[config.mk]
export PLATFORM = sky130hd
export DESIGN_NAME = pupd_resolver
export DESIGN_NICKNAME = d
export VERILOG_FILES = /design/src/rtl/pupd_pkg.sv /design/src/rtl/pupd_fsm.sv /design/src/rtl/pupd_viol.sv /design/src/rtl/pupd_resolver.sv
export SDC_FILE = /design/constraint.sdc
export NUM_CORES = 1
export LEC_CHECK = 0
export BUFFER_PORTS_ARGS = -buffer_cell sky130_fd_sc_hd__buf_4
export CORE_AREA = 2 2 39 41
export CTS_CLUSTER_DIAMETER = 30
export DETAILED_ROUTE_END_ITERATION = 8
export DIE_AREA = 0 0 41 43
export HOLD_SLACK_MARGIN = 0.15
export PLACE_DENSITY = 0.6
export SYNTH_ARGS = -nofsm -noshare
export SYNTH_HDL_FRONTEND = slang
export SYNTH_SLANG_ARGS = --single-unit
[constraint.sdc]
create_clock -name clk -period 1.6 [get_ports clk]
set_clock_uncertainty 0.1 [all_clocks]
set_input_delay 0.24 -clock clk [delete_from_list [all_inputs] [get_ports clk]]
set_output_delay 0.24 -clock clk [all_outputs]
set_load 0.05 [all_outputs]
[src/rtl/pupd_pkg.sv]
package pupd_pkg;

  localparam int LINE_W = 2;

  typedef enum logic [1:0] {
    ST_IDLE = 2'd0,
    ST_POT  = 2'd1,
    ST_COMP = 2'd2,
    ST_DONE = 2'd3
  } pu_state_e;

  typedef enum logic [LINE_W-1:0] {
    LN_CLEAN_EXCL   = 2'd0,
    LN_DIRTY_EXCL   = 2'd1,
    LN_SHARED       = 2'd2,
    LN_DIRTY_SHARED = 2'd3
  } line_state_e;

  // Upper bit marks the shared family of returned states.
  function automatic logic line_is_shared(input logic [LINE_W-1:0] ln);
    return ln[LINE_W-1];
  endfunction

endpackage

[src/rtl/pupd_fsm.sv]
module pupd_fsm
  import pupd_pkg::*;
(
  input  logic              clk,
  input  logic              rst,
  input  logic              issue,
  input  logic              rsp_valid,
  input  logic [LINE_W-1:0] rsp_line,
  input  logic              ack,
  input  logic              err,
  input  logic              cancel,
  output pu_state_e         state_q,
  output logic              store_done_q,
  output logic              store_err_q,
  output logic              discard_q,
  output logic              retry_q,
  output logic              ack_wait_q
);

  pu_state_e state_d;
  logic      done_d, serr_d, disc_d, retry_d;

  always_comb begin
    state_d = state_q;
    done_d  = 1'b0;
    serr_d  = 1'b0;
    disc_d  = 1'b0;
    retry_d = 1'b0;
    case (state_q)
      ST_IDLE, ST_DONE: begin
        if (issue) state_d = ST_POT;
      end
      ST_POT: begin
        if (rsp_valid) begin
          if (line_is_shared(rsp_line)) begin
            state_d = ST_COMP;
          end else begin
            state_d = ST_DONE;
            done_d  = 1'b1;
            disc_d  = 1'b1;
          end
        end
      end
      ST_COMP: begin
        if (cancel) begin
          state_d = ST_IDLE;
          retry_d = 1'b1;
        end else if (ack || err) begin
          state_d = ST_DONE;
          done_d  = 1'b1;
          serr_d  = err;
        end
      end
      default: state_d = ST_IDLE;
    endcase
  end

  always_ff @(posedge clk) begin
    if (rst) begin
      state_q      <= ST_IDLE;
      store_done_q <= 1'b0;
      store_err_q  <= 1'b0;
      discard_q    <= 1'b0;
      retry_q      <= 1'b0;
      ack_wait_q   <= 1'b0;
    end else begin
      state_q      <= state_d;
      store_done_q <= done_d;
      store_err_q  <= serr_d;
      discard_q    <= disc_d;
      retry_q      <= retry_d;
      ack_wait_q   <= (state_d == ST_COMP);
    end
  end

  // shared return promotes the update
  a_r3_shared_promotes: assert property (@(posedge clk) disable iff (rst)
    (state_q == ST_POT && rsp_valid && rsp_line[LINE_W-1]) |=> ack_wait_q && !store_done_q);

  // exclusive return voids the update and frees the store
  a_r4_excl_voids: assert property (@(posedge clk) disable iff (rst)
    (state_q == ST_POT && rsp_valid && !rsp_line[LINE_W-1]) |=> discard_q && store_done_q && !ack_wait_q);

  // acknowledge or error finishes a compulsory update
  a_r5_ack_finishes: assert property (@(posedge clk) disable iff (rst)
    (ack_wait_q && !cancel && (ack || err)) |=> store_done_q && !ack_wait_q);

  // cancellation yields retry and never completion
  a_r7_retry_not_done: assert property (@(posedge clk) disable iff (rst)
    $onehot0({retry_q, store_done_q}));

  // error pulse only together with completion
  a_r6_err_with_done: assert property (@(posedge clk) disable iff (rst)
    store_err_q |-> store_done_q);

endmodule

[src/rtl/pupd_viol.sv]
module pupd_viol
  import pupd_pkg::*;
(
  input  logic      clk,
  input  logic      rst,
  input  pu_state_e state_q,
  input  logic      ack,
  input  logic      err,
  input  logic      cancel,
  output logic      proto_err_q
);

  logic stray_resp, early_cancel;

  assign stray_resp   = (ack || err) && (state_q != ST_COMP);
  assign early_cancel = cancel && (state_q == ST_POT);

  always_ff @(posedge clk) begin
    if (rst) proto_err_q <= 1'b0;
    else if (stray_resp || early_cancel) proto_err_q <= 1'b1;
  end

  // flag never clears without reset
  a_r8_sticky: assert property (@(posedge clk) disable iff (rst)
    proto_err_q |=> proto_err_q);

  // stray acknowledge or error is flagged
  a_r8_stray_flagged: assert property (@(posedge clk) disable iff (rst)
    ((ack || err) && state_q != ST_COMP) |=> proto_err_q);

  // cancellation during a pending read is flagged
  a_r9_early_cancel: assert property (@(posedge clk) disable iff (rst)
    (cancel && state_q == ST_POT) |=> proto_err_q);

endmodule

[src/rtl/pupd_resolver.sv]
module pupd_resolver
  import pupd_pkg::*;
(
  input  logic              clk,
  input  logic              rst,
  input  logic              pu_issue,
  input  logic              rd_rsp_valid,
  input  logic [LINE_W-1:0] rd_rsp_line,
  input  logic              upd_ack,
  input  logic              upd_err,
  input  logic              upd_cancel,
  output logic              store_done,
  output logic              store_err,
  output logic              ack_pending,
  output logic              discard_update,
  output logic              retry_store,
  output logic              proto_err
);

  pu_state_e trk_state;

  pupd_fsm u_fsm (
    .clk          (clk),
    .rst          (rst),
    .issue        (pu_issue),
    .rsp_valid    (rd_rsp_valid),
    .rsp_line     (rd_rsp_line),
    .ack          (upd_ack),
    .err          (upd_err),
    .cancel       (upd_cancel),
    .state_q      (trk_state),
    .store_done_q (store_done),
    .store_err_q  (store_err),
    .discard_q    (discard_update),
    .retry_q      (retry_store),
    .ack_wait_q   (ack_pending)
  );

  pupd_viol u_viol (
    .clk         (clk),
    .rst         (rst),
    .state_q     (trk_state),
    .ack         (upd_ack),
    .err         (upd_err),
    .cancel      (upd_cancel),
    .proto_err_q (proto_err)
  );

  // no retry without a compulsory update in the previous cycle
  a_r10_retry_needs_comp: assert property (@(posedge clk) disable iff (rst)
    (!ack_pending) |=> !retry_store);

endmodule

==> flow_summary.ini, run 1 <==
[routing]
wl_per_cell_um = 9.76
drt_iter0_markers = 1
antenna_left = 0
vias = 307
dr_wl_met3_um = 64
wl_met1_um = 317
wl_um = 693
drc_errors = 0
topRoutingLayerUsed = met3
viasPerCell = 4.32
drtPass1Iterations = 2
wl_met2_um = 311

[clock_network]
ctsHoldBuffers = 2
clk_pin_slew_ns = 0.06
cts_tree = done
postCtsSetupBuffers = 0
cts.sink_count = 8
insertion_delay_ns = 0.25
cts-root-buf = clkbuf_4
cts_resized = 0
h-tree-depth = 1
cts_buffer_depth = 2
cts_buffers = 3

[timing]
tightest_slew_ns = 0.188
timing.final.ws_setup_ns = 0.145
post-route-period-util_pct = 90.9
finalSetupViolCount = 0
max_freq_mhz = 687
report.final.hold_viol_count = 0
maxSlewHeadroom_pct = 87.4
drv_slew = 0
rsz0062_at_grt = false
worst_hold_slack_ns = 0.176
final.setup.tns_ns = 0
finalCriticalPeriod_ns = 1.45

[synthesis]
syn_area_um2 = 360
synth_top_cell_by_area = dfxtp_1
synth_seq_area_share_pct = 44.4
syn_nets = 48
synthTopCellsByCount = dfxtp_1, nor2_1, inv_1
synth_adder_area_share_pct = 6.94
synth-compound-area-share_pct = 16.0
syn_avg_cell_area_um2 = 9.74
synth_area_leaders = dfxtp_1, ha_1, nor2_1
synth_flop_cell = dfxtp_1
yosys-mux-area-fraction_pct = 0
synth.most_common_cell = dfxtp_1
yosysWarnings = 0
synth_cells = 37
synth_cell_type_count = 20
synth_top_family_by_area = simple AND/OR/NAND/NOR gates
synth-simple-area-share_pct = 29.5
netlist.area_leader.share_pct = 44.4
synth_edf_count = 0
synthXorXnorAreaFrac_pct = 0
async_flop_share_pct = 0
synth-seq-cells = 8

[critical_path]
arrival_ns = 1.50
required_ns = 1.64
cp-end-kind = flop
crit_type = input port to flop
crit_fanout = 4
crit_path_start_kind = input port

[grt]
grt_pass1_vias = 333
grt-ovfl-total = 0
grt_pass1_wl_mm = 1.32
antenna_found_initial = 0
grtUsageTotal_pct = 11.4
grt_max_degree = 8

[power_and_ir_drop]
vdd_drop_max_uv = 768
cellLeakagePower_nw = 0.237
power_density_mw_per_mm2 = 1540

[job]
maxCapViolations = 0

[die]
fp.dieW_um = 41
coreArea_mm2 = 0.00138
die_y_um = 43
row_count = 14
initial_core_util_pct = 26.0
io_pins = 15
die_area_mm2 = 0.00176

[placement]
gp_congestion = 0.735
dp_hpwl_um = 559
numPortBuffers = 13
post-place-ws_ns = 0.174

[cells_and_area]
diodes = 0
nets = 68
drive_gt1_share_pct = 40.0
area_delta_synth_final_pct = 44.4

[run_status]
outcome = complete, no violations

[worst_hold_path]
hold_path_class = input port to flop
cell usage in the layout (no fill, tap or decap):
cell type,netlist,routed
buf_4,0,13
dfxtp_1,8,8
nor2_1,6,6
inv_1,3,3
clkbuf_4,0,3
nand2b_1,2,2
a21oi_1,2,2
ha_1,2,2
dlygate4sd3_1,0,2
nand2b_4,1,1
nor3_1,1,1
o21ai_0,1,1
o21ai_1,1,1
nor2b_1,1,1
nand3b_1,1,1
o21ai_2,1,1
a31oi_2,1,1
a21oi_2,1,1
and3b_1,1,1
a211oi_1,1,1
and3b_2,1,1
nor3b_1,1,1
and4bb_2,1,1
metrics by stage:
stage	total power, mW	utilization, %	cells	cell area (um^2)
floorplan	0.565	-	37	360
global placement	0.648	34.5	66	478
detailed placement	0.650	34.5	66	478
CTS	0.818	37.6	71	520
global route	0.887	37.6	71	520
finish	0.801	37.6	71	520
critical path: stages:
cell and delay, ns:
dlygate4sd3_1 0.54, buf_4 0.14, nand2b_4 0.15, o21ai_2 0.17, a21oi_2 0.08, and3b_1 0.18
state kept, by name (all words and copies together), names as in the netlist:
name	cells
u_viol.proto_err_q	1
u_fsm.discard_q	1
u_fsm.ack_wait_q	1
u_fsm.store_done_q	1
u_fsm.store_err_q	1
u_fsm.state_q	2
u_fsm.retry_q	1
routing by layer:
layer	up-vias	global-route usage (%)
met5	-	0
li1	163	-
met3	0	3.14
met2	11	15.6
met4	0	8.00
met1	133	14.6
cell families after synthesis:
kind of cell | count (synthesis)
AO/OA/AOI/OAI | 8
buffers and inverters | 3
adder cells (fa/ha/maj) | 2
AND/OR/NAND/NOR | 16
flip-flops | 8
final timing paths:
| path | from | endpoint | slack [ns] | cells past startpoint |
|---|---|---|---|---|
| setup reg to reg | u_fsm.state_q[0]$_SDFF_PP0_ | u_fsm.ack_wait_q$_SDFF_PP0_ | 0.16 | 6 |
| hold / removal | rd_rsp_line[1] | u_fsm.discard_q$_SDFF_PP0_ | 0.18 | 3 |
| setup / recovery | upd_cancel | u_fsm.ack_wait_q$_SDFF_PP0_ | 0.15 | 6 |
| hold reg to reg | u_viol.proto_err_q$_SDFFE_PP0P_ | u_viol.proto_err_q$_SDFFE_PP0P_ | 0.37 | 2 |
final cells by class:
| cell class | count | area [um^2] |
|---|---|---|
| inverters | 3 | 11.3 |
| clock buffers | 3 | 22.5 |
| repair buffers | 15 | 118 |
| flip-flops and latches | 8 | 160 |
| well taps | 16 | 20.0 |
| multi-input cells | 26 | 189 |
| fillers | 152 | 863 |
where the power goes:
group,switching (mW),internal (mW)
clock network,0.0696,0.0859
registers,0.0260,0.241
logic,0.224,0.155
total,0.319,0.482
Power figures use the tool's default switching activity.
==> inputs of run 2 (changes only) <==
clock period = 1.8 ns   (was 1.6 ns; I/O delays follow)
==> run 2 against run 1 <==
Hold slack lost 0.0026 ns. Power shrank 11%. Core utilization shrank 0.72 points. Routed wire length shrank 0.87%. Clock power shrank 12%. Non-clock buffer count shrank 1. Via count grew 0.33%. Register-to-register slack gained 0.19 ns. Global-route usage shrank 0.29 points. Die area is the same. Cell area shrank 1.9%. Largest cell class unchanged. Highest routed layer is now met4.
==> flow_summary.ini, run 2 (synthesized netlist as in run 1, its figures left out) <==
[power_and_ir_drop]
power_density_mw_per_mm2 = 1400
vdd_drop_max_uv = 613
total_power_mw = 0.713
cellLeakagePower_nw = 0.233

[grt]
grt_pass1_vias = 329
grtUsageTotal_pct = 11.1
busiest_layer = met1
grt_pass1_wl_mm = 1.29
grt_max_degree = 8
grt-ovfl-total = 0
gr-usage-met2_pct = 14.1
antenna_found_initial = 0
grt.met3_usage_pct = 4.71
grtUsageMet1_pct = 15.3

[die]
io_pins = 15
fp.dieW_um = 41
die_area_mm2 = 0.00176
coreArea_mm2 = 0.00138
row_count = 14
die_y_um = 43
initial_core_util_pct = 26.0

[clock_network]
cts_resized = 0
h-tree-depth = 1
ctsHoldBuffers = 1
postCtsSetupBuffers = 0
cts-root-buf = clkbuf_4
cts_tree = done
cts.sink_count = 8
insertion_delay_ns = 0.25
cts_buffer_depth = 2
cts_buffers = 3
clk_pin_slew_ns = 0.06

[critical_path]
crit_family = flip-flops
critical_path.max_stage_delay_ns = 0.35
arrival_ns = 1.49
slowest_stage = dfxtp_1
cp.buffers_inverters = 1
worstPathCellList = inv_1 > ha_1 > a21oi_1 > a31oi_2 > a21oi_2 > and3b_1
crit_type = flop to flop
cp-end-kind = flop
required_ns = 1.84
crit_path_start_kind = flop
crit_fanout = 5

[placement]
numPortBuffers = 13
dp_cells = 66
dp_hpwl_um = 556
gp_congestion = 0.732
post-place-ws_ns = 0.373

[timing]
timing.final.ws_setup_ns = 0.354
max_freq_mhz = 691
post-route-period-util_pct = 80.3
tightest_slew_ns = 0.178
rsz0062_at_grt = false
finalCriticalPeriod_ns = 1.45
finalSetupViolCount = 0
final.setup.tns_ns = 0
report.final.hold_viol_count = 0
drv_slew = 0
maxSlewHeadroom_pct = 88.1

[cells_and_area]
final_common_cell = buf_4
final-seq-area_um2 = 160
nets = 67
multi_input_area_um2 = 189
drive_gt1_share_pct = 40.7
regMostFlops = u_fsm.state_q
final_cell_mix = buf_4, dfxtp_1, nor2_1
fillers = 157
area_delta_synth_final_pct = 41.7
diodes = 0
largest_reg_flops = 2
layoutNonFillerInstCount = 70

[routing]
drt_iter0_markers = 1
drc_errors = 0
wl_um = 687
wl_per_cell_um = 9.81
drtPass1Iterations = 2
antenna_left = 0
viasPerCell = 4.40
vias = 308

[run_status]
outcome = complete, no violations

[worst_hold_path]
hold_path_class = input port to flop

[job]
maxCapViolations = 0
[run 2: cell types whose count changed in the layout (fill, tap and decap cells not counted)]
cell,before,now
dlygate4sd3_1,2,1
[run 2: where the power goes]
group / internal (mW) / switching [mW]
Combinational: 0.136 / 0.201
Clock: 0.0764 / 0.0619
Sequential: 0.214 / 0.0231
[run 2: through the flow]
stage	util (%)	instance area, um^2	hold WS [ns]
CTS	36.9	510	0.164
detailed placement	34.5	478	0.370
global placement	34.5	478	0.364
global route	36.9	510	0.187
floorplan	-	360	0.242
finish	36.9	510	0.173
[run 2: tightest hold or removal path, delay by kind of cell]
family | cells | cell delay (ns)
AO/OA/AOI/OAI | 1 | 0.06
buffers and inverters | 1 | 0.10
AND/OR/NAND/NOR | 1 | 0.07
[run 2: metal layers]
layer / routed length, um / part of all wire, % / up-vias
li1: - / - / 162
met5: 0 / 0 / -
met4: 21 / 3.1 / 0
met3: 64 / 9.3 / 2
met2: 287 / 42 / 13
met1: 314 / 46 / 131
[run 2: path summary, 6_finish.rpt]
kind	slack, ns	to	cells after the start	startpoint
worst max-delay path	0.35	u_fsm.ack_wait_q$_SDFF_PP0_	6	u_fsm.state_q[0]$_SDFF_PP0_
worst min-delay path	0.17	u_viol.proto_err_q$_SDFFE_PP0P_	3	upd_cancel
worst max register to register	0.35	u_fsm.ack_wait_q$_SDFF_PP0_	6	u_fsm.state_q[0]$_SDFF_PP0_
worst min register to register	0.38	u_viol.proto_err_q$_SDFFE_PP0P_	2	u_viol.proto_err_q$_SDFFE_PP0P_
[run 2: cell type report]
type	instances	area share (%)
clock buffers	3	4.41
inverters	3	2.21
multi-input cells	26	37.0
flip-flops and latches	8	31.4
well taps	16	3.92
repair buffers	14	21.1
